`src/rtl/sync_mode_pkg.sv`:
```
package sync_mode_pkg;
  localparam int LOCK_FIELDS_DEF = 7;
  localparam int HOLD_FIELDS_DEF = 7;
  localparam int EQ_MIN_DEF      = 9;
  localparam int NOISE_MIN_DEF   = 2;

  typedef enum logic {
    MODE_FREE = 1'b0,
    MODE_STD  = 1'b1
  } mode_e;
endpackage

```
`src/rtl/smr_edge_det.sv`:
```
module smr_edge_det (
  input  logic clk_i,
  input  logic rst_ni,
  input  logic sig_i,
  output logic rise_o
);
  logic sig_q;

  always_ff @(posedge clk_i or negedge rst_ni) begin
    if (!rst_ni) sig_q <= 1'b0;
    else         sig_q <= sig_i;
  end

  assign rise_o = sig_i & ~sig_q;
endmodule

```
`src/rtl/smr_sat_cnt.sv`:
```
module smr_sat_cnt #(
  parameter int MAX = 7,
  localparam int W = $clog2(MAX + 1)
) (
  input  logic         clk_i,
  input  logic         rst_ni,
  input  logic         clr_i,
  input  logic         inc_i,
  output logic [W-1:0] cnt_o
);
  localparam logic [W-1:0] MAX_V = W'(MAX);

  logic [W-1:0] cnt_q;

  // clear wins over increment
  always_ff @(posedge clk_i or negedge rst_ni) begin
    if (!rst_ni)                    cnt_q <= '0;
    else if (clr_i)                 cnt_q <= '0;
    else if (inc_i && cnt_q != MAX_V) cnt_q <= cnt_q + W'(1);
  end

  assign cnt_o = cnt_q;

  p_cnt_bound_r5: assert property (@(posedge clk_i) disable iff (!rst_ni)
    cnt_q <= MAX_V);
  p_cnt_clear_r8: assert property (@(posedge clk_i) disable iff (!rst_ni)
    clr_i |=> cnt_q == '0);
endmodule

```
`src/rtl/sync_mode_ctrl.sv`:
```
module sync_mode_ctrl
  import sync_mode_pkg::*;
#(
  parameter int LOCK_FIELDS = LOCK_FIELDS_DEF,
  parameter int HOLD_FIELDS = HOLD_FIELDS_DEF,
  parameter int EQ_MIN      = EQ_MIN_DEF,
  parameter int NOISE_MIN   = NOISE_MIN_DEF
) (
  input  logic clk_i,
  input  logic rst_ni,
  input  logic iv_sync_i,
  input  logic vpulse_i,
  input  logic eq_strobe_i,
  input  logic active_scan_i,
  input  logic drive_win_i,
  input  logic force_async_i,
  output logic std_mode_o,
  output logic phase_rst_o
);
  localparam int CW = $clog2(LOCK_FIELDS + 1);
  localparam int BW = $clog2(HOLD_FIELDS + 1);
  localparam int EW = $clog2(EQ_MIN + 1);
  localparam int NW = $clog2(NOISE_MIN + 1);
  localparam logic [CW-1:0] COIN_PRE = CW'(LOCK_FIELDS - 1);
  localparam logic [BW-1:0] BAD_TOP  = BW'(HOLD_FIELDS);
  localparam logic [EW-1:0] EQ_THR   = EW'(EQ_MIN);
  localparam logic [NW-1:0] NOISE_THR = NW'(NOISE_MIN);

  mode_e mode_q, mode_d;
  logic  arm_q, arm_d;
  logic  phase_q;
  logic  std_q;
  logic  iv_rise;
  logic  enter, drop;
  logic  noise_ok, eq_ok, coin_ready, bad_full;

  logic [CW-1:0] coin_cnt;
  logic [BW-1:0] bad_cnt;
  logic [EW-1:0] eq_cnt;
  logic [NW-1:0] noise_cnt;

  assign std_q = (mode_q == MODE_STD);

  smr_edge_det u_iv_edge (
    .clk_i  (clk_i),
    .rst_ni (rst_ni),
    .sig_i  (iv_sync_i),
    .rise_o (iv_rise)
  );

  // per-field noise and equalizing counts
  smr_sat_cnt #(.MAX(NOISE_MIN)) u_noise_cnt (
    .clk_i  (clk_i),
    .rst_ni (rst_ni),
    .clr_i  (vpulse_i),
    .inc_i  (active_scan_i & iv_rise),
    .cnt_o  (noise_cnt)
  );

  smr_sat_cnt #(.MAX(EQ_MIN)) u_eq_cnt (
    .clk_i  (clk_i),
    .rst_ni (rst_ni),
    .clr_i  (vpulse_i),
    .inc_i  (drive_win_i & eq_strobe_i),
    .cnt_o  (eq_cnt)
  );

  // field-rate run counters
  smr_sat_cnt #(.MAX(LOCK_FIELDS)) u_coin_cnt (
    .clk_i  (clk_i),
    .rst_ni (rst_ni),
    .clr_i  (force_async_i | (vpulse_i & ~iv_sync_i)),
    .inc_i  (vpulse_i & iv_sync_i),
    .cnt_o  (coin_cnt)
  );

  smr_sat_cnt #(.MAX(HOLD_FIELDS)) u_bad_cnt (
    .clk_i  (clk_i),
    .rst_ni (rst_ni),
    .clr_i  (force_async_i | (vpulse_i & (iv_sync_i | ~std_q | drop))),
    .inc_i  (vpulse_i & std_q & ~iv_sync_i),
    .cnt_o  (bad_cnt)
  );

  assign noise_ok   = (noise_cnt == NOISE_THR);
  assign eq_ok      = (eq_cnt == EQ_THR);
  assign coin_ready = (coin_cnt >= COIN_PRE);
  assign bad_full   = (bad_cnt == BAD_TOP);

  assign enter = vpulse_i & ~std_q & iv_sync_i &
                 (noise_ok | arm_q | (eq_ok & coin_ready));
  assign drop  = vpulse_i & std_q & ~iv_sync_i & bad_full;

  always_comb begin
    mode_d = mode_q;
    arm_d  = arm_q;
    if (force_async_i) begin
      mode_d = MODE_FREE;
      arm_d  = 1'b0;
    end else if (vpulse_i) begin
      if (enter)     mode_d = MODE_STD;
      else if (drop) mode_d = MODE_FREE;
      arm_d = ~std_q & ~enter & (arm_q | noise_ok);
    end
  end

  always_ff @(posedge clk_i or negedge rst_ni) begin
    if (!rst_ni) begin
      mode_q  <= MODE_FREE;
      arm_q   <= 1'b0;
      phase_q <= 1'b0;
    end else begin
      mode_q  <= mode_d;
      arm_q   <= arm_d;
      phase_q <= iv_rise & ~std_q;
    end
  end

  assign std_mode_o  = std_q;
  assign phase_rst_o = phase_q;

  p_force_free_r9: assert property (@(posedge clk_i) disable iff (!rst_ni)
    force_async_i |=> !std_mode_o);
  p_enter_at_field_r2: assert property (@(posedge clk_i) disable iff (!rst_ni)
    $rose(std_mode_o) |-> $past(vpulse_i) && $past(iv_sync_i));
  p_leave_cause_r6: assert property (@(posedge clk_i) disable iff (!rst_ni)
    $fell(std_mode_o) |-> $past(force_async_i) || ($past(vpulse_i) && !$past(iv_sync_i)));
  p_phase_free_only_r10: assert property (@(posedge clk_i) disable iff (!rst_ni)
    phase_rst_o |-> !$past(std_mode_o));
  p_phase_single_r10: assert property (@(posedge clk_i) disable iff (!rst_ni)
    phase_rst_o |=> !phase_rst_o);
endmodule

```
`config.mk`:
```
export PLATFORM = sky130hd
export DESIGN_NAME = sync_mode_ctrl
export DESIGN_NICKNAME = d
export VERILOG_FILES = /design/src/rtl/sync_mode_pkg.sv /design/src/rtl/smr_edge_det.sv /design/src/rtl/smr_sat_cnt.sv /design/src/rtl/sync_mode_ctrl.sv
export SDC_FILE = /design/constraint.sdc
export NUM_CORES = 1
export LEC_CHECK = 0
export ABC_CLOCK_PERIOD_IN_PS = 1400
export CORE_MARGIN = 3
export CORE_UTILIZATION = 53
export DETAILED_ROUTE_END_ITERATION = 7
export DONT_BUFFER_PORTS = 1
export PLACE_DENSITY = 0.7
export RECOVER_POWER = 100
export SYNTH_ARGS = -nofsm -noshare
export SYNTH_HDL_FRONTEND = slang
export SYNTH_SLANG_ARGS = --single-unit
```
`constraint.sdc`:
```
create_clock -name clk_i -period 1.4 [get_ports clk_i]
set_input_delay 0.28 -clock clk_i [delete_from_list [all_inputs] [get_ports clk_i]]
set_output_delay 0.28 -clock clk_i [all_outputs]
set_load 0.05 [all_outputs]
```
== Word-level counts from Yosys, hierarchy flattened ==
Cells that the tools add are included.
Storage, ports and cells
  output and inout port bits: 2
  flip-flop bits (word level): 16
  input bits: 8
Cells by class
  $add $sub $neg: 4
  equality and inequality tests: 7
  reductions and logical operators: 11
  muxes and demuxes: 14
  bitwise gates (word level): 26
  order comparisons: 1
Operators by type and width (number)
  1-bit AND: 16
  3-bit two-way mux: 4
  2-bit nonzero test: 5
  4-bit two-way mux: 2
  3-bit by 1-bit adder with 3-bit output, second input constant: 2
  1-bit two-way mux: 6
  3-bit != test, second input constant: 2
  1-bit bitwise OR: 6
  4-bit by 1-bit adder with 4-bit output, second input constant: 1
  4-bit equality test, second input constant: 1
  1-bit logical AND: 4
  2-bit two-way mux: 2
  4-bit != test, second input constant: 1
  1-bit NOT: 4
  3-bit equality test, second input constant: 1
  3-bit >= comparator, second input constant: 1
  3-bit nonzero test: 1
  2-bit by 1-bit adder with 2-bit output, second input constant: 1
  2-bit equality test, second input constant: 1
  2-bit != test, second input constant: 1
  2-bit AND reduction: 1

== Longest topological paths before layout ==
  word-level depth: 9
  gate-level depth with buffers: 5
  gate-level depth less buffers: 5

== Modules after synthesis ==
A second synthesis with hierarchy kept.
Unflattened totals
  cell total of the unflattened synthesis: 89
  area total of the unflattened synthesis: 983.4 um^2
Modules (own cells, without submodules)
  smr_sat_cnt at u_bad_cnt ...: cells an instance 15, area each 183.9 um^2, sequential area each 75.1 um^2, times used 2
  smr_sat_cnt at u_eq_cnt: cells an instance 22, area each 232.7 um^2, sequential area each 100.1 um^2, times used 1
  sync_mode_ctrl: cells an instance 24, area each 214.0 um^2, sequential area each 75.1 um^2, times used 1
  smr_sat_cnt at u_noise_cnt: cells an instance 11, area each 130.1 um^2, sequential area each 50.0 um^2, times used 1
  smr_edge_det: cells an instance 2, area each 38.8 um^2, sequential area each 25.0 um^2, times used 1

== Least setup slack after synthesis ==
Ideal clock, no wire load.
  path kind: register to register
  start: register u_bad_cnt.cnt_q[0], in the netlist u_bad_cnt.cnt_o[0]
  end: register u_bad_cnt.cnt_q[0], in the netlist u_bad_cnt.cnt_o[0]
  setup time: 0.066 ns
  cell stages (with the launch flop): 6
  data arrival time: 1.364 ns
  required time: 1.334 ns
  period minus slack after synthesis: 1.430 ns
  path slack: -0.030 ns
  cell sequence: dfrtp_1 > ha_1 > ha_1 > nand2b_1 > nor4_1 > mux2_2
Between the ends
  longest elaborated chain between the ends: 6
  elaborated cells between the ends (all ways): 11
  classes of those cells: add/sub: 1; eq/ne: 2; mux: 2; bitwise: 4; reduce/logical: 2
RTL lines
  from (decl): RTL line smr_sat_cnt.sv:13  | logic [W-1:0] cnt_q;
  from (signal assigned): RTL line smr_sat_cnt.sv:19  | else if (inc_i && cnt_q != MAX_V) cnt_q <= cnt_q + W'(1);
  3-bit equality test: RTL line sync_mode_ctrl.sv:88  | assign bad_full = (bad_cnt == BAD_TOP);
  1-bit AND: RTL line sync_mode_ctrl.sv:92  | assign drop = vpulse_i & std_q & ~iv_sync_i & bad_full;
  1-bit bitwise OR: RTL line sync_mode_ctrl.sv:80  | .clr_i (force_async_i | (vpulse_i & (iv_sync_i | ~std_q | drop))),
  1-bit AND: RTL line sync_mode_ctrl.sv:80
  1-bit bitwise OR: RTL line sync_mode_ctrl.sv:80
  3-bit two-way mux or 2-bit nonzero test (tied branches)
Several ways; a longest one is shown, not always the timed one. The select of a mux whose other input is x is not followed.
A chain may end at the register's enable or synchronous reset.

== Worst setup path after layout ==
  start: register u_eq_cnt.cnt_q[0], in the netlist u_eq_cnt.cnt_o[0]
  end: register u_eq_cnt.cnt_q[2], in the netlist u_eq_cnt.cnt_o[2]
Between the ends
  longest elaborated chain between the ends: 3
  elaborated cells between the ends (all ways): 6
  classes of those cells: add/sub: 1; eq/ne: 1; mux: 2; reduce/logical: 2
RTL lines (RTL line)
  from (decl): smr_sat_cnt.sv:13
  from (signal assigned): smr_sat_cnt.sv:19
  4-bit by 1-bit adder with 4-bit output or 4-bit != test (tied branches): smr_sat_cnt.sv:19
  4-bit two-way mux or 1-bit logical AND (tied branches): smr_sat_cnt.sv:19
  4-bit two-way mux or 2-bit nonzero test (tied branches)
Several ways; a longest one is shown, not always the timed one. The select of a mux whose other input is x is not followed.

==> impl_metrics.prom <==
# TYPE chip_impl_metric gauge
chip_impl_info{name="status",value="finished clean"} 1
chip_impl_metric{name="floorplan.initialDensity",unit="%"} 59.4
chip_impl_metric{name="postSynthRegisterBits",unit=""} 16
chip_impl_info{name="timing.setup.critical_path_class",value="reg -> reg"} 1
chip_impl_metric{name="netlist-cell-type-count",unit=""} 27
chip_impl_metric{name="syn2layout_area_growth",unit="%"} 17.8
chip_impl_metric{name="clock_latency",unit="ns"} 0.28
chip_impl_metric{name="drc_errors",unit=""} 0
chip_impl_metric{name="grt_max_degree",unit=""} 17
chip_impl_metric{name="num_io_pins",unit=""} 10
chip_impl_info{name="rsz0062_at_grt",value="yes"} 1
chip_impl_metric{name="asyncSetResetFlopFracSynth",unit="%"} 100
chip_impl_metric{name="postSynthAreaPerCell",unit="µm²"} 10.7
chip_impl_metric{name="via_count_of_the_first_global_routing_pass",unit=""} 625
chip_impl_metric{name="max_cap_viols",unit=""} 0
chip_impl_metric{name="grt_usage",unit="%"} 17.8
chip_impl_metric{name="die-width",unit="µm"} 45.4
chip_impl_info{name="master_cell_of_the_clock_root_buffer",value="sky130_fd_sc_hd__clkbuf_4"} 1
chip_impl_metric{name="drt-pass1-iter-count",unit=""} 4
chip_impl_metric{name="post_drt_via_cell_ratio",unit=""} 6.10
chip_impl_metric{name="cts.reportedPaths.clkPinSlew",unit="ns"} 0.09
chip_impl_metric{name="final_antenna_violating_net_count",unit=""} 0
chip_impl_metric{name="mappedNetlistArea",unit="µm²"} 821
chip_impl_info{name="postSynth.topFlopCell",value="sky130_fd_sc_hd__dfrtp_1"} 1
chip_impl_metric{name="final-max-slew-violation-count",unit=""} 0
chip_impl_metric{name="timing.fmax",unit="MHz"} 729
chip_impl_metric{name="setup_total_negative_slack",unit="ns"} 0
chip_impl_metric{name="final.setup.worst_slack",unit="ns"} 0.0286
chip_impl_metric{name="placement.setup.worst_slack",unit="ns"} -0.0426
chip_impl_metric{name="finalWorstPathRequiredPeriod",unit="ns"} 1.37
chip_impl_metric{name="routability_cong",unit=""} 0.746
chip_impl_metric{name="leakagePower",unit="nW"} 0.449
chip_impl_metric{name="grt_antenna_before_repair",unit=""} 0
chip_impl_metric{name="finalHoldWorstSlack",unit="ns"} 0.0144
chip_impl_metric{name="design.core.area",unit="mm²"} 0.00138
chip_impl_metric{name="synth_fp_nets",unit=""} 92
chip_impl_metric{name="place.port_buffers",unit=""} 0
chip_impl_metric{name="fraction_of_the_yosys_area_taken_by_sequential_cells",unit="%"} 48.8
chip_impl_metric{name="global_route_wire_length_before_repair",unit="mm"} 2.60
chip_impl_info{name="worst_setup_end_kind",value="register"} 1
chip_impl_metric{name="wl_per_cell",unit="µm"} 15.4
chip_impl_metric{name="final-instance-count-excl-fill",unit=""} 101
chip_impl_metric{name="layout.nets",unit=""} 103
chip_impl_metric{name="worst_pin_slew",unit="ns"} 0.728
chip_impl_metric{name="clockBufferDepth",unit=""} 2
chip_impl_metric{name="synth-edff-count",unit=""} 0
chip_impl_metric{name="timing.max_slew.rel_slack",unit="%"} 51.3
chip_impl_metric{name="final.setup_skew",unit="ns"} 0.00703
chip_impl_metric{name="n_antenna_cell",unit=""} 0
chip_impl_metric{name="die-area",unit="mm²"} 0.00206
chip_impl_metric{name="via_count",unit=""} 616
chip_impl_metric{name="worst_endpoint_required_time",unit="ns"} 1.63
chip_impl_info{name="tritoncts",value="yes"} 1
chip_impl_metric{name="finalHoldViolations",unit=""} 0
chip_impl_metric{name="cts_max_level",unit=""} 1
chip_impl_metric{name="gr-total-overflow",unit=""} 0
chip_impl_metric{name="postSynthCellCount",unit=""} 77
chip_impl_metric{name="cts_sinks",unit=""} 16
chip_impl_metric{name="number_of_setup_violations_in_the_final_report",unit=""} 0
chip_impl_metric{name="hpwl",unit="mm"} 1.08
chip_impl_metric{name="fin_total_pwr",unit="µW"} 791
chip_impl_metric{name="initialDrtViolationCount",unit=""} 13
chip_impl_metric{name="critical_path_arrival",unit="ns"} 1.60
chip_impl_metric{name="cts_buffers",unit=""} 3
chip_impl_metric{name="overall_routed_net_length",unit="mm"} 1.56
chip_impl_metric{name="final_layout_size_suffix_gt1_share",unit="%"} 27.9
chip_impl_metric{name="crit_fanout",unit=""} 3
chip_impl_metric{name="timing.final.crit_share",unit="%"} 98.0
chip_impl_metric{name="die_h",unit="µm"} 45.4
chip_impl_metric{name="power_density",unit="mW/mm²"} 818
chip_impl_info{name="timing.critical_path.from_type",value="register"} 1
chip_impl_metric{name="floorplan.rows",unit=""} 13
chip_impl_metric{name="ir_worst_vdd",unit="µV"} 622
chip_impl_metric{name="dp_cells",unit=""} 96
chip_impl_metric{name="synth.yosys.warnings",unit=""} 0
chip_impl_info{name="worstHoldPathType",value="in -> reg"} 1
-- metal layers --
layer | up-vias | GRT usage, % | wire length [µm]
li1 | 299 | - | -
met1 | 301 | 21.9 | 720
met2 | 12 | 28.2 | 746
met3 | 4 | 5.18 | 72
met4 | 0 | 8.77 | 19
met5 | - | 0 | 0
-- cell usage in the layout, fill, tap and decap left out, drive strengths merged, types with 2 or more instances in the layout --
| master | Yosys | layout |
|---|---|---|
| o21ai | 5 | 5 |
| inv | 5 | 5 |
| and4bb | 2 | 2 |
| dfrtp | 16 | 16 |
| clkbuf | 0 | 4 |
| mux2i | 2 | 2 |
| a22oi | 2 | 2 |
| nand3b | 2 | 2 |
| nand2 | 4 | 4 |
| nand2b | 2 | 2 |
| ha | 7 | 7 |
| nor2 | 6 | 6 |
| a22o | 2 | 2 |
| or3 | 2 | 2 |
| a21oi | 3 | 3 |
| buf | 1 | 5 |
| nand3 | 5 | 5 |
-- synth_stat cells (all sizes together), types with 2 or more instances --
master   n  share of area [%]
or3      2                1.5
nand2b   2                1.5
a22oi    2                1.8
inv      5                2.3
nand3b   2                1.8
o21ai    5                3.0
dfrtp   16                 49
ha       7                 11
a22o     2                2.1
mux2i    2                2.4
nand3    5                3.0
a21oi    3                1.8
nand2    4                1.8
and4bb   2                3.0
nor2     6                2.7
-- report_power, final --
group / internal, mW / leakage, nW / total, mW / switching (mW)
sequential: 0.473 / 0.218 / 0.485 / 0.0120
combinational: 0.0334 / 0.218 / 0.0717 / 0.0383
clock: 0.0999 / 0.0138 / 0.234 / 0.135
-- registers in the layout, summed over array words and instances (netlist names) --
register	cells
u_noise_cnt.cnt_o	2
arm_q	1
u_eq_cnt.cnt_o	4
u_iv_edge.sig_q	1
std_mode_o	1
u_bad_cnt.cnt_o	3
phase_rst_o	1
u_coin_cnt.cnt_o	3
-- path summary, 6_finish.rpt --
path | start | end | slack [ns] | cells after the start
setup / recovery | u_eq_cnt.cnt_o[0] | u_eq_cnt.cnt_o[2] | 0.03 | 4
hold / removal | iv_sync_i | u_iv_edge.sig_q | 0.01 | 0
min in group asynchronous | rst_ni | u_eq_cnt.cnt_o[0] | 0.49 | 1
setup reg to reg | u_eq_cnt.cnt_o[0] | u_eq_cnt.cnt_o[2] | 0.03 | 4
max in group asynchronous | rst_ni | u_bad_cnt.cnt_o[1] | 0.45 | 1
hold reg to reg | u_iv_edge.sig_q | phase_rst_o | 0.44 | 1
-- worst max-delay path: stages, from the launching register on --
cell	delay, ns
sky130_fd_sc_hd__dfrtp_1	0.39
sky130_fd_sc_hd__ha_2	0.18
sky130_fd_sc_hd__and3b_2	0.21
sky130_fd_sc_hd__or4_1	0.46
sky130_fd_sc_hd__nand2_1	0.08
-- area by class of cell --
type	count	area, µm²
Fill cell	103	415
Timing Repair Buffer	7	52.6
Inverter	5	18.8
Multi-Input combinational cell	55	454
Sequential cell	16	400
Tap cell	15	18.8
Clock buffer	3	22.5
-- what timing repair did --
item / in CTS / in global routing
gates resized for setup: 6 / 6
buffers inserted: 1 / 0
pin swaps: 2 / 1
endpoints found under the setup margin: 4 / 8
hold endpoints to repair: 16 / 0
hold buffers: 1 / 0
-- through the flow --
step / cell area, µm² / util, %
floorplan: 827 / -
global placement: 878 / 63.5
detailed placement: 878 / 63.5
CTS: 953 / 69.0
global route: 967 / 70.0
finish: 967 / 70.0
-- logic make-up (layout without fill, tap and decap cells) --
family,count (synthesis),in the layout,share of synthesized area [%]
DFF,16,16,48.8
adders and majority gates,7,7,10.7
xor gates and xnor gates,1,1,1.07
muxes,3,3,3.81
and+or+nand+nor,30,30,21.5
buffers and inverters,6,15,2.90
AOI/OAI and AO/OA,14,14,11.3
Note: power is estimated with default switching activity, not from simulation.
